`src/rtl/ldconv_pkg.sv`:
```
package ldconv_pkg;

   localparam int WORD_W = 64;

   typedef enum logic [1:0] {
      SZ_B = 2'd0,
      SZ_H = 2'd1,
      SZ_W = 2'd2,
      SZ_D = 2'd3
   } size_e;

   typedef struct packed {
      size_e opw;
      size_e dstw;
      logic  sat;
      logic  sgn;
   } conv_ctl_t;

endpackage

```
`src/rtl/ldconv_swap.sv`:
```
module ldconv_swap
   import ldconv_pkg::*;
#(
   parameter int DATA_W = 64
) (
   input  logic              clk,
   input  logic              rst_n,
   input  logic              in_valid,
   input  logic [DATA_W-1:0] in_data,
   input  logic              in_brev,
   input  logic              in_le,
   input  conv_ctl_t         in_ctl,
   output logic              s1_valid,
   output logic [DATA_W-1:0] s1_data,
   output conv_ctl_t         s1_ctl
);
   localparam int NBYTES = DATA_W / 8;
   localparam int NSIZES = $clog2(NBYTES) + 1;

   logic [DATA_W-1:0] rev_c [NSIZES];
   logic [DATA_W-1:0] str_c [NSIZES];
   logic              do_swap;
   logic [DATA_W-1:0] sel_data;

   for (genvar k = 0; k < NSIZES; k++) begin : g_size
      localparam int NB = 1 << k;
      logic [DATA_W-1:0] rv;
      logic [DATA_W-1:0] sv;
      for (genvar b = 0; b < NB; b++) begin : g_byte
         assign rv[8*b +: 8] = in_data[8*(NB-1-b) +: 8];
         assign sv[8*b +: 8] = in_data[8*b +: 8];
      end
      if (NB < NBYTES) begin : g_pad
         assign rv[DATA_W-1:8*NB] = '0;
         assign sv[DATA_W-1:8*NB] = '0;
      end
      assign rev_c[k] = rv;
      assign str_c[k] = sv;
   end

   assign do_swap  = ~(in_brev ^ in_le);
   assign sel_data = do_swap ? rev_c[in_ctl.opw] : str_c[in_ctl.opw];

   always_ff @(posedge clk or negedge rst_n) begin
      if (!rst_n) begin
         s1_valid <= 1'b0;
         s1_data  <= '0;
         s1_ctl   <= '0;
      end else begin
         s1_valid <= in_valid;
         if (in_valid) begin
            s1_data <= sel_data;
            s1_ctl  <= in_ctl;
         end
      end
   end

   // valid follows the input one stage later
   assert_stage1_valid_R1: assert property (@(posedge clk) disable iff (!rst_n)
      in_valid |=> s1_valid);
   assert_stage1_idle_R1: assert property (@(posedge clk) disable iff (!rst_n)
      !in_valid |=> !s1_valid);
   // a byte access never carries bytes above its size
   assert_byte_access_clear_R3: assert property (@(posedge clk) disable iff (!rst_n)
      (in_valid && in_ctl.opw == SZ_B) |=> (s1_data[DATA_W-1:8] == '0));

endmodule

```
`src/rtl/ldconv_fit.sv`:
```
module ldconv_fit
   import ldconv_pkg::*;
#(
   parameter int DATA_W = 64
) (
   input  logic              clk,
   input  logic              rst_n,
   input  logic              s1_valid,
   input  logic [DATA_W-1:0] s1_data,
   input  conv_ctl_t         s1_ctl,
   output logic              out_valid,
   output logic [DATA_W-1:0] out_data,
   output logic              out_sat
);
   localparam int NBYTES = DATA_W / 8;
   localparam int NSIZES = $clog2(NBYTES) + 1;

   logic [DATA_W-1:0] sx_c  [NSIZES];
   logic [DATA_W-1:0] res_c [NSIZES];
   logic              flg_c [NSIZES];
   logic [DATA_W-1:0] sx;

   // sign extension from the access size
   for (genvar k = 0; k < NSIZES; k++) begin : g_sext
      localparam int OB = 8 << k;
      if (OB < DATA_W) begin : g_ext
         assign sx_c[k] = {{(DATA_W-OB){s1_data[OB-1]}}, s1_data[OB-1:0]};
      end else begin : g_full
         assign sx_c[k] = s1_data;
      end
   end
   assign sx = sx_c[s1_ctl.opw];

   // one fitting variant per destination width
   for (genvar k = 0; k < NSIZES; k++) begin : g_dst
      localparam int DB = 8 << k;
      if (DB < DATA_W) begin : g_narrow
         logic            u_over;
         logic            s_fits;
         logic [DB-1:0]   s_lim;
         assign u_over = |s1_data[DATA_W-1:DB];
         assign s_fits = (&sx[DATA_W-1:DB-1]) | ~(|sx[DATA_W-1:DB-1]);
         assign s_lim  = sx[DATA_W-1] ? {1'b1, {(DB-1){1'b0}}}
                                      : {1'b0, {(DB-1){1'b1}}};
         always_comb begin
            flg_c[k] = 1'b0;
            res_c[k] = '0;
            if (!s1_ctl.sat) begin
               res_c[k][DB-1:0] = s1_data[DB-1:0];
            end else if (!s1_ctl.sgn) begin
               flg_c[k]         = u_over;
               res_c[k][DB-1:0] = u_over ? {DB{1'b1}} : s1_data[DB-1:0];
            end else begin
               flg_c[k]         = ~s_fits;
               res_c[k][DB-1:0] = s_fits ? sx[DB-1:0] : s_lim;
            end
         end
      end else begin : g_wide
         assign flg_c[k] = 1'b0;
         assign res_c[k] = (s1_ctl.sat && s1_ctl.sgn) ? sx : s1_data;
      end
   end

   always_ff @(posedge clk or negedge rst_n) begin
      if (!rst_n) begin
         out_valid <= 1'b0;
         out_data  <= '0;
         out_sat   <= 1'b0;
      end else begin
         out_valid <= s1_valid;
         if (s1_valid) begin
            out_data <= res_c[s1_ctl.dstw];
            out_sat  <= flg_c[s1_ctl.dstw];
         end
      end
   end

   // second stage forwards valid
   assert_stage2_valid_R1: assert property (@(posedge clk) disable iff (!rst_n)
      s1_valid |=> out_valid);
   // no flag without saturation enabled
   assert_flag_needs_sat_R8: assert property (@(posedge clk) disable iff (!rst_n)
      (s1_valid && !s1_ctl.sat) |=> !out_sat);
   // byte destination leaves upper bits clear
   assert_upper_zero_R7: assert property (@(posedge clk) disable iff (!rst_n)
      (s1_valid && s1_ctl.dstw == SZ_B) |=> (out_data[DATA_W-1:8] == '0));
   // unsigned overflow into a byte gives all ones and a flag
   assert_unsigned_clamp_R5: assert property (@(posedge clk) disable iff (!rst_n)
      (s1_valid && s1_ctl.sat && !s1_ctl.sgn && s1_ctl.dstw == SZ_B
       && (s1_data[DATA_W-1:8] != '0))
      |=> (out_data == DATA_W'(8'hFF) && out_sat));

endmodule

```
`src/rtl/ld_elem_convert.sv`:
```
module ld_elem_convert
   import ldconv_pkg::*;
#(
   parameter int DATA_W = 64
) (
   input  logic              clk,
   input  logic              rst_n,
   input  logic              in_valid,
   input  logic [DATA_W-1:0] in_data,
   input  logic [1:0]        in_opw,
   input  logic              in_brev,
   input  logic              in_le,
   input  logic [1:0]        in_dstw,
   input  logic              in_sat,
   input  logic              in_signed,
   output logic              out_valid,
   output logic [DATA_W-1:0] out_data,
   output logic              out_sat
);
   if (DATA_W != WORD_W) begin : g_bad_width
      $error("ld_elem_convert: DATA_W must equal the 64-bit word the size codes address");
   end

   conv_ctl_t         in_ctl;
   conv_ctl_t         s1_ctl;
   logic              s1_valid;
   logic [DATA_W-1:0] s1_data;

   assign in_ctl.opw  = size_e'(in_opw);
   assign in_ctl.dstw = size_e'(in_dstw);
   assign in_ctl.sat  = in_sat;
   assign in_ctl.sgn  = in_signed;

   ldconv_swap #(.DATA_W(DATA_W)) u_swap (
      .clk      (clk),
      .rst_n    (rst_n),
      .in_valid (in_valid),
      .in_data  (in_data),
      .in_brev  (in_brev),
      .in_le    (in_le),
      .in_ctl   (in_ctl),
      .s1_valid (s1_valid),
      .s1_data  (s1_data),
      .s1_ctl   (s1_ctl)
   );

   ldconv_fit #(.DATA_W(DATA_W)) u_fit (
      .clk       (clk),
      .rst_n     (rst_n),
      .s1_valid  (s1_valid),
      .s1_data   (s1_data),
      .s1_ctl    (s1_ctl),
      .out_valid (out_valid),
      .out_data  (out_data),
      .out_sat   (out_sat)
   );

endmodule

```
`config.mk`:
```
export PLATFORM = sky130hd
export DESIGN_NAME = ld_elem_convert
export DESIGN_NICKNAME = d
export VERILOG_FILES = /design/src/rtl/ldconv_pkg.sv /design/src/rtl/ldconv_swap.sv /design/src/rtl/ldconv_fit.sv /design/src/rtl/ld_elem_convert.sv
export SDC_FILE = /design/constraint.sdc
export NUM_CORES = 1
export LEC_CHECK = 0
export ABC_AREA = 1
export BUFFER_PORTS_ARGS = -buffer_cell sky130_fd_sc_hd__buf_2
export CAP_MARGIN = 5
export CORE_ASPECT_RATIO = 1.75
export CORE_MARGIN = 4
export CORE_UTILIZATION = 48
export CTS_BUF_LIST = sky130_fd_sc_hd__clkbuf_8 sky130_fd_sc_hd__clkbuf_16
export CTS_CLUSTER_DIAMETER = 80
export DETAILED_ROUTE_END_ITERATION = 10
export GPL_ROUTABILITY_DRIVEN = 0
export PLACE_DENSITY_LB_ADDON = 0.05
export SKIP_CTS_REPAIR_TIMING = 1
export SLEW_MARGIN = 30
export SYNTH_ARGS = -nofsm -noshare
export SYNTH_HDL_FRONTEND = slang
export SYNTH_SLANG_ARGS = --single-unit
```
`constraint.sdc`:
```
create_clock -name clk -period 2.8 [get_ports clk]
set_input_delay 0.28 -clock clk [delete_from_list [all_inputs] [get_ports clk]]
set_output_delay 0.28 -clock clk [all_outputs]
set_load 0.02 [all_outputs]
```
## Yosys cells after proc, flatten, opt, wreduce, memory -nomap -nowiden

Index checks and enable logic that the tools add are counted.

- $lt $le $gt $ge: 3
- Bitwise logic cells: 13
- Reductions and logical operators: 10
- Multiplexer cells: 38

Operator list:

| operator | number |
|---|---|
| 2-to-1 mux 64 bit | 10 |
| binary-select mux 64 bit (select 2 bit) | 4 |
| 2-to-1 mux 32 bit | 5 |
| 2-to-1 mux 16 bit | 5 |
| AND reduction 57 bit | 1 |
| OR reduction 57 bit | 1 |
| OR reduction 56 bit | 1 |
| AND reduction 49 bit | 1 |
| OR reduction 49 bit | 1 |
| OR reduction 48 bit | 1 |
| 2-to-1 mux 8 bit | 5 |
| AND reduction 33 bit | 1 |
| OR reduction 33 bit | 1 |
| OR reduction 32 bit | 1 |
| >= comparator 3 bit, second input constant | 3 |
| NOT 2 -> 3 bit | 3 |
| 2-to-1 mux 1 bit | 8 |
| NOT 1 bit | 6 |
| OR 1 bit | 3 |
| binary-select mux 1 bit (select 2 bit) | 1 |
| logical AND 1 bit | 1 |
| XOR 1 bit | 1 |

- Bits in registers: 137
- Output and inout bits: 66

## Depth between registers and ports, before layout

- Depth in word-level cells: 13
- Depth in mapped cells: 24
- Depth with buffers taken out: 21

## Hierarchy

A second synthesis with hierarchy kept.

- Cells, all modules: 1653
- Area total of the unflattened synthesis: 10121.0 um2

By module, submodules not included:

| module | instances | cells an instance | area an instance (um2) |
|---|---|---|---|
| ldconv_fit | 1 | 964 | 5636.7 |
| ldconv_swap | 1 | 689 | 4484.3 |

## Least setup slack after synthesis

Ideal clock, no wire load.

- Path kind: reg-to-reg
- From: register, netlist name u_swap.s1_ctl[4]
- To: register u_fit.out_data[0]
- Arrival time: 2.083 ns
- Period minus slack after synthesis: 2.199 ns
- Setup time: 0.116 ns
- Slack: 0.601 ns
- Cell stages (with the launch flop): 22
- Path buffers: 3
- Path through: dfrtp_1 buf_6 inv_4 nand2_1 nand2_1 nand2_1 buf_6 buf_6 nand2_1 nand2_1 nor2_1 nand2_1 nor2_2 nand3_2 nand2_4 nand2_1 nand2_1 nand2_1 nand3b_2 a21oi_1 nand2_1 nand2_1

- Longest elaborated chain between the ends: 13

Ends and longest elaborated chain:

| element | RTL line | source |
|---|---|---|
| NOT 2 -> 3 bit (implied by the code) * | ldconv_fit.sv:32 | `assign sx = sx_c[s1_ctl.opw];` |
| binary-select mux 64 bit (select 2 bit) * | ldconv_fit.sv:32 |  |
| 2-to-1 mux 64 bit (implied by the code) * (2 in a row) | ldconv_fit.sv:32 |  |
| OR reduction 57 bit, or another cell as far along | ldconv_fit.sv:42 | `assign s_fits = (&sx[DATA_W-1:DB-1]) \| ~(\|sx[DATA_W-1:DB-1]);` |
| NOT 1 bit | ldconv_fit.sv:42 |  |
| OR 1 bit | ldconv_fit.sv:42 |  |
| 2-to-1 mux 8 bit, or another cell as far along | ldconv_fit.sv:55 | `res_c[k][DB-1:0] = s_fits ? sx[DB-1:0] : s_lim;` |
| 2-to-1 mux 8 bit, or another cell as far along | ldconv_fit.sv:50 | `end else if (!s1_ctl.sgn) begin` |
| 2-to-1 mux 8 bit, or another cell as far along | ldconv_fit.sv:48 | `if (!s1_ctl.sat) begin` |
| binary-select mux 64 bit (select 2 bit) * | ldconv_fit.sv:72 | `out_data <= res_c[s1_ctl.dstw];` |
| 2-to-1 mux 64 bit (implied by the code) * (2 in a row) | ldconv_fit.sv:72 |  |
| end signal: assignment | ldconv_fit.sv:72 |  |
| end: declaration | ldconv_fit.sv:12 | `output logic [DATA_W-1:0] out_data,` |

Every way passes the cells marked *; elsewhere a longest branch is shown, timed or not. The select of a mux whose other input is x is not followed.
A chain may end at the register's enable or synchronous reset.

## Worst setup path after layout

- From: register, netlist name u_swap.s1_ctl[5]
- To: register u_fit.out_data[3]

- Longest elaborated chain between the ends: 13

Ends and longest elaborated chain:

| element | RTL line |
|---|---|
| NOT 2 -> 3 bit (implied by the code) * | ldconv_fit.sv:32 |
| binary-select mux 64 bit (select 2 bit) * | ldconv_fit.sv:32 |
| 2-to-1 mux 64 bit (implied by the code) * (2 in a row) | ldconv_fit.sv:32 |
| OR reduction 57 bit, or another cell as far along | ldconv_fit.sv:42 |
| NOT 1 bit | ldconv_fit.sv:42 |
| OR 1 bit | ldconv_fit.sv:42 |
| 2-to-1 mux 8 bit, or another cell as far along | ldconv_fit.sv:55 |
| 2-to-1 mux 8 bit, or another cell as far along | ldconv_fit.sv:50 |
| 2-to-1 mux 8 bit, or another cell as far along | ldconv_fit.sv:48 |
| binary-select mux 64 bit (select 2 bit) * | ldconv_fit.sv:72 |
| 2-to-1 mux 64 bit (implied by the code) * (2 in a row) | ldconv_fit.sv:72 |

Marked as above.

==> summary.md <==
| Metric | Value |
|---|---|
| Ant diodes | `0` |
| Crit path DAT | `2.96 ns` |
| Final Hold Viols | `0` |
| Final period utilization | `94.1%` |
| Post-synthesis adder-cell area fraction | `0%` |
| Drt drc | `0` |
| Worst Reg-to-Reg Cells | `17` |
| Avg WL per Cell | `20.1 um` |
| Post-synthesis mux area share | `0%` |
| Placed insts | `1760` |
| Layout net count | `1620` |
| Fill cells | `1942` |
| Top post-synthesis cells by area | `dfrtp_1 (37%), nand2_1 (20%), o21ai_0 (9.0%), a21oi_1 (7.9%), inv_1 (4.7%)` |
| Wirelength, routed | `36200 um` |
| Setup WS pre-CTS | `-0.0608 ns` |
| Area grow syn2layout | `19.1%` |
| Share of the yosys chip area belonging to registers | `36.9%` |
| Main combinational cell family by area after synthesis | `simple AND/OR/NAND/NOR gates` |
| DR pass1 iterations | `6` |
| Post-route minimum period | `2.63 ns` |
| Via density | `5.86` |
| CTS tree | `built` |
| Clock transition at path regs | `0.06 ns` |
| Post-DRT Antenna Nets | `0` |
| # rows | `67` |
| CP Capture Type | `register` |
| Post-Synth Simple-Gate Area | `29.5%` |
| Most common flop cell mapped by yosys | `dfrtp_1` |
| Synthesized instance count | `1427` |
| IO Port Bufs | `140` |
| Status | `finished, final reports clean` |
| R2R Path Start | `u_swap.s1_ctl[5]` |
| Crit. Startpoint | `u_swap.s1_ctl[5]` |
| H-tree lvl count | `4` |
| Slew @ Worst Pin | `0.663 ns` |
| Die Y | `192 um` |
| Synth Area in XOR/XNOR | `0%` |
| Die footprint | `0.0217 mm^2` |
| Max cap viols | `0` |
| Final Max Tran Viols | `0` |
| Final Worst Setup Slack | `0.166 ns` |
| Hold Path Stages | `3` |
| Synth Register Bits | `137` |
| Rel. slew slack | `55.8%` |
| Post-synthesis compound-gate area fraction | `24.0%` |
| Post-synth EDFFs | `0` |
| # IOs | `141` |
| CTS Buf Count | `17` |
| Critical path type | `register to register` |
| Final setup violation count | `0` |
| Worst EP required | `3.13 ns` |
| Dominant cell type by area after synthesis | `dfrtp_1` |
| Crit path to | `u_fit.out_data[3]` |
| Worst IR drop on VDD | `413 uV` |
| Gr usage total | `32.9%` |
| R2R Setup Slk | `0.17 ns` |
| Worst-Skew Late Latency | `0.44 ns` |
| Top cell type's share of synthesized area | `36.9%` |
| Detailed router's first-iteration violation count | `976` |
| Clk buf depth | `2` |
| Clock sink count | `137` |
| Fmax | `0.380 GHz` |
| Initial antenna violation count | `0` |
| Hpwl dp | `27300 um` |
| P_leak | `5.84 nW` |
| Ys Warns | `0` |
| Yosys cell types | `40` |
| Worst min-delay path category | `primary input to register` |
| Crit path launch type | `register` |
| CP max FO | `24` |
| Initial Utilization | `48.6%` |
| Largest net degree at the start of global routing | `71` |
| CTS Root Cell | `clkbuf_16` |
| Layout cells sized above 1 | `16.7%` |
| First-pass GRT wire length | `55200 um` |
| Overflow after GRT | `0` |
| Final Non-Filler Cells | `1799` |
| Via count | `10548` |
| CORE AREA | `0.0191 mm^2` |
| Mean post-synth cell area | `6.51 um^2` |
| Setup Skew | `0.00870 ns` |
| Power Density | `592 mW/mm^2` |
| Syn Nets | `1502` |
| Critical R2R Capture | `u_fit.out_data[3]` |
| Vias in the first global route | `9988` |
| Die X | `113 um` |
| Synthesized cell area | `0.00929 mm^2` |
| Post-synth ARST share | `100%` |
## routing by layer
metal | vias up | wire [um] | GRT usage, %
met2 | 542 | 17300 | 54.8
met3 | 151 | 2460 | 5.96
met1 | 4891 | 13100 | 37.0
met5 | - | 0 | 0
li1 | 4964 | - | -
met4 | 0 | 3300 | 24.9
## stage by stage
| step | setup TNS [ns] | utilization, % | instance area [um^2] | power, mW | hold WS, ns |
|---|---|---|---|---|---|
| final | 0 | 57.9 | 11100 | 6.56 | 0.0659 |
| after global routing | -0.00362 | 57.9 | 11100 | 6.88 | 0.0904 |
| after CTS | -0.447 | 56.8 | 10900 | 6.47 | -0.180 |
| after detailed placement | -0.308 | 53.7 | 10300 | 4.16 | 0.278 |
| after global placement | -0.307 | 53.7 | 10300 | 4.16 | 0.275 |
| after floorplan | 0 | - | 9290 | 3.51 | -0.0156 |
## flip-flops by register name, indices dropped and copies added, names as in the netlist
name / flops
u_fit.out_data: 64
u_fit.out_sat: 1
u_fit.out_valid: 1
u_swap.s1_ctl: 6
u_swap.s1_data: 64
u_swap.s1_valid: 1
## cell usage after synthesis, types with 2 or more instances
cell        n
nor3_1      9
a211oi_1    5
o21ai_0   167
nand3_1    45
o221ai_1   20
nor4_1      5
a31oi_1     6
nand4_1    14
nand2_2     4
nor2_1     75
nor2_2      4
nand2_4     3
clkbuf_1   57
nor3b_1     4
o32ai_1     3
buf_6       8
inv_1     117
inv_2       2
nand3_2     2
a22oi_1     5
clkinv_1    4
o211ai_1    4
a21oi_1   147
o21ai_1     4
buf_1       5
dfrtp_1   137
o31ai_1    17
a32oi_1     3
buf_2      14
buf_4       3
nand2_1   507
o21bai_1    6
o22ai_1    14
## worst min-delay path by stage
stage	from	to	slack, ns
global placement	rst_n	u_fit.out_data[11]	0.28
finish	in_sat	u_swap.s1_ctl[1]	0.07
global route	in_sat	u_swap.s1_ctl[1]	0.09
CTS	rst_n	u_fit.out_data[9]	-0.18
floorplan	rst_n	u_fit.out_data[0]	-0.02
detailed placement	rst_n	u_fit.out_data[11]	0.28
## placed cells by master (no fill, tap or decap), types with 4 or more instances in the layout
cell type / n
o211ai_1: 4
nor3b_1: 4
o21ai_0: 161
dfrtp_1: 134
nor2_2: 7
nand2_2: 8
buf_12: 6
o22ai_1: 14
o31ai_1: 17
nand2_4: 6
a22oi_1: 5
o21ai_1: 4
o21bai_1: 6
nor2_4: 4
nor2_1: 69
clkinv_2: 4
buf_4: 35
inv_1: 119
a211oi_1: 5
nand3_1: 43
buf_2: 139
nand2_1: 500
a21oi_1: 147
nor3_1: 8
a31oi_1: 6
o221ai_1: 20
nor4_1: 5
clkbuf_16: 19
clkinv_1: 4
o21ai_2: 5
clkbuf_8: 6
nand4_1: 14
nand3_2: 4
## kinds of logic after synthesis
group	count (synthesis)
AOI/OAI and AO/OA	402
buffers and inverters	212
DFF	137
and+or+nand+nor	676
## power breakdown
part | total (mW) | internal, mW | switching (mW)
Clock | 2.30 | 1.44 | 0.860
Combinational | 1.89 | 0.589 | 1.31
Sequential | 2.36 | 2.19 | 0.172
Total | 6.56 | 4.22 | 2.34
## area by class of cell
cell class	count	area (um^2)	share of cell area (%)
Multi-Input combinational cell	1078	5080	45.9
Tap cell	241	302	2.73
Timing Repair Buffer	186	1170	10.6
Clock buffer	23	508	4.59
Clock inverter	9	95.1	0.859
Sequential cell	137	3430	31.0
Inverter	125	474	4.29
## worst max-delay path: stages, from the launching register on
cell,delay [ns]
dfrtp_2,0.44
buf_12,0.18
nor2_4,0.23
nand2_4,0.17
nand2_4,0.14
a21oi_1,0.07
nor2_1,0.16
nand2_1,0.10
nor2_2,0.18
nand3_2,0.15
nand2_4,0.09
nand2_1,0.07
nand2_1,0.08
nand2_1,0.06
nand3b_2,0.17
a21oi_1,0.10
nand2_1,0.10
nand2_1,0.05
No activity file was read; power rests on OpenSTA's default activity.
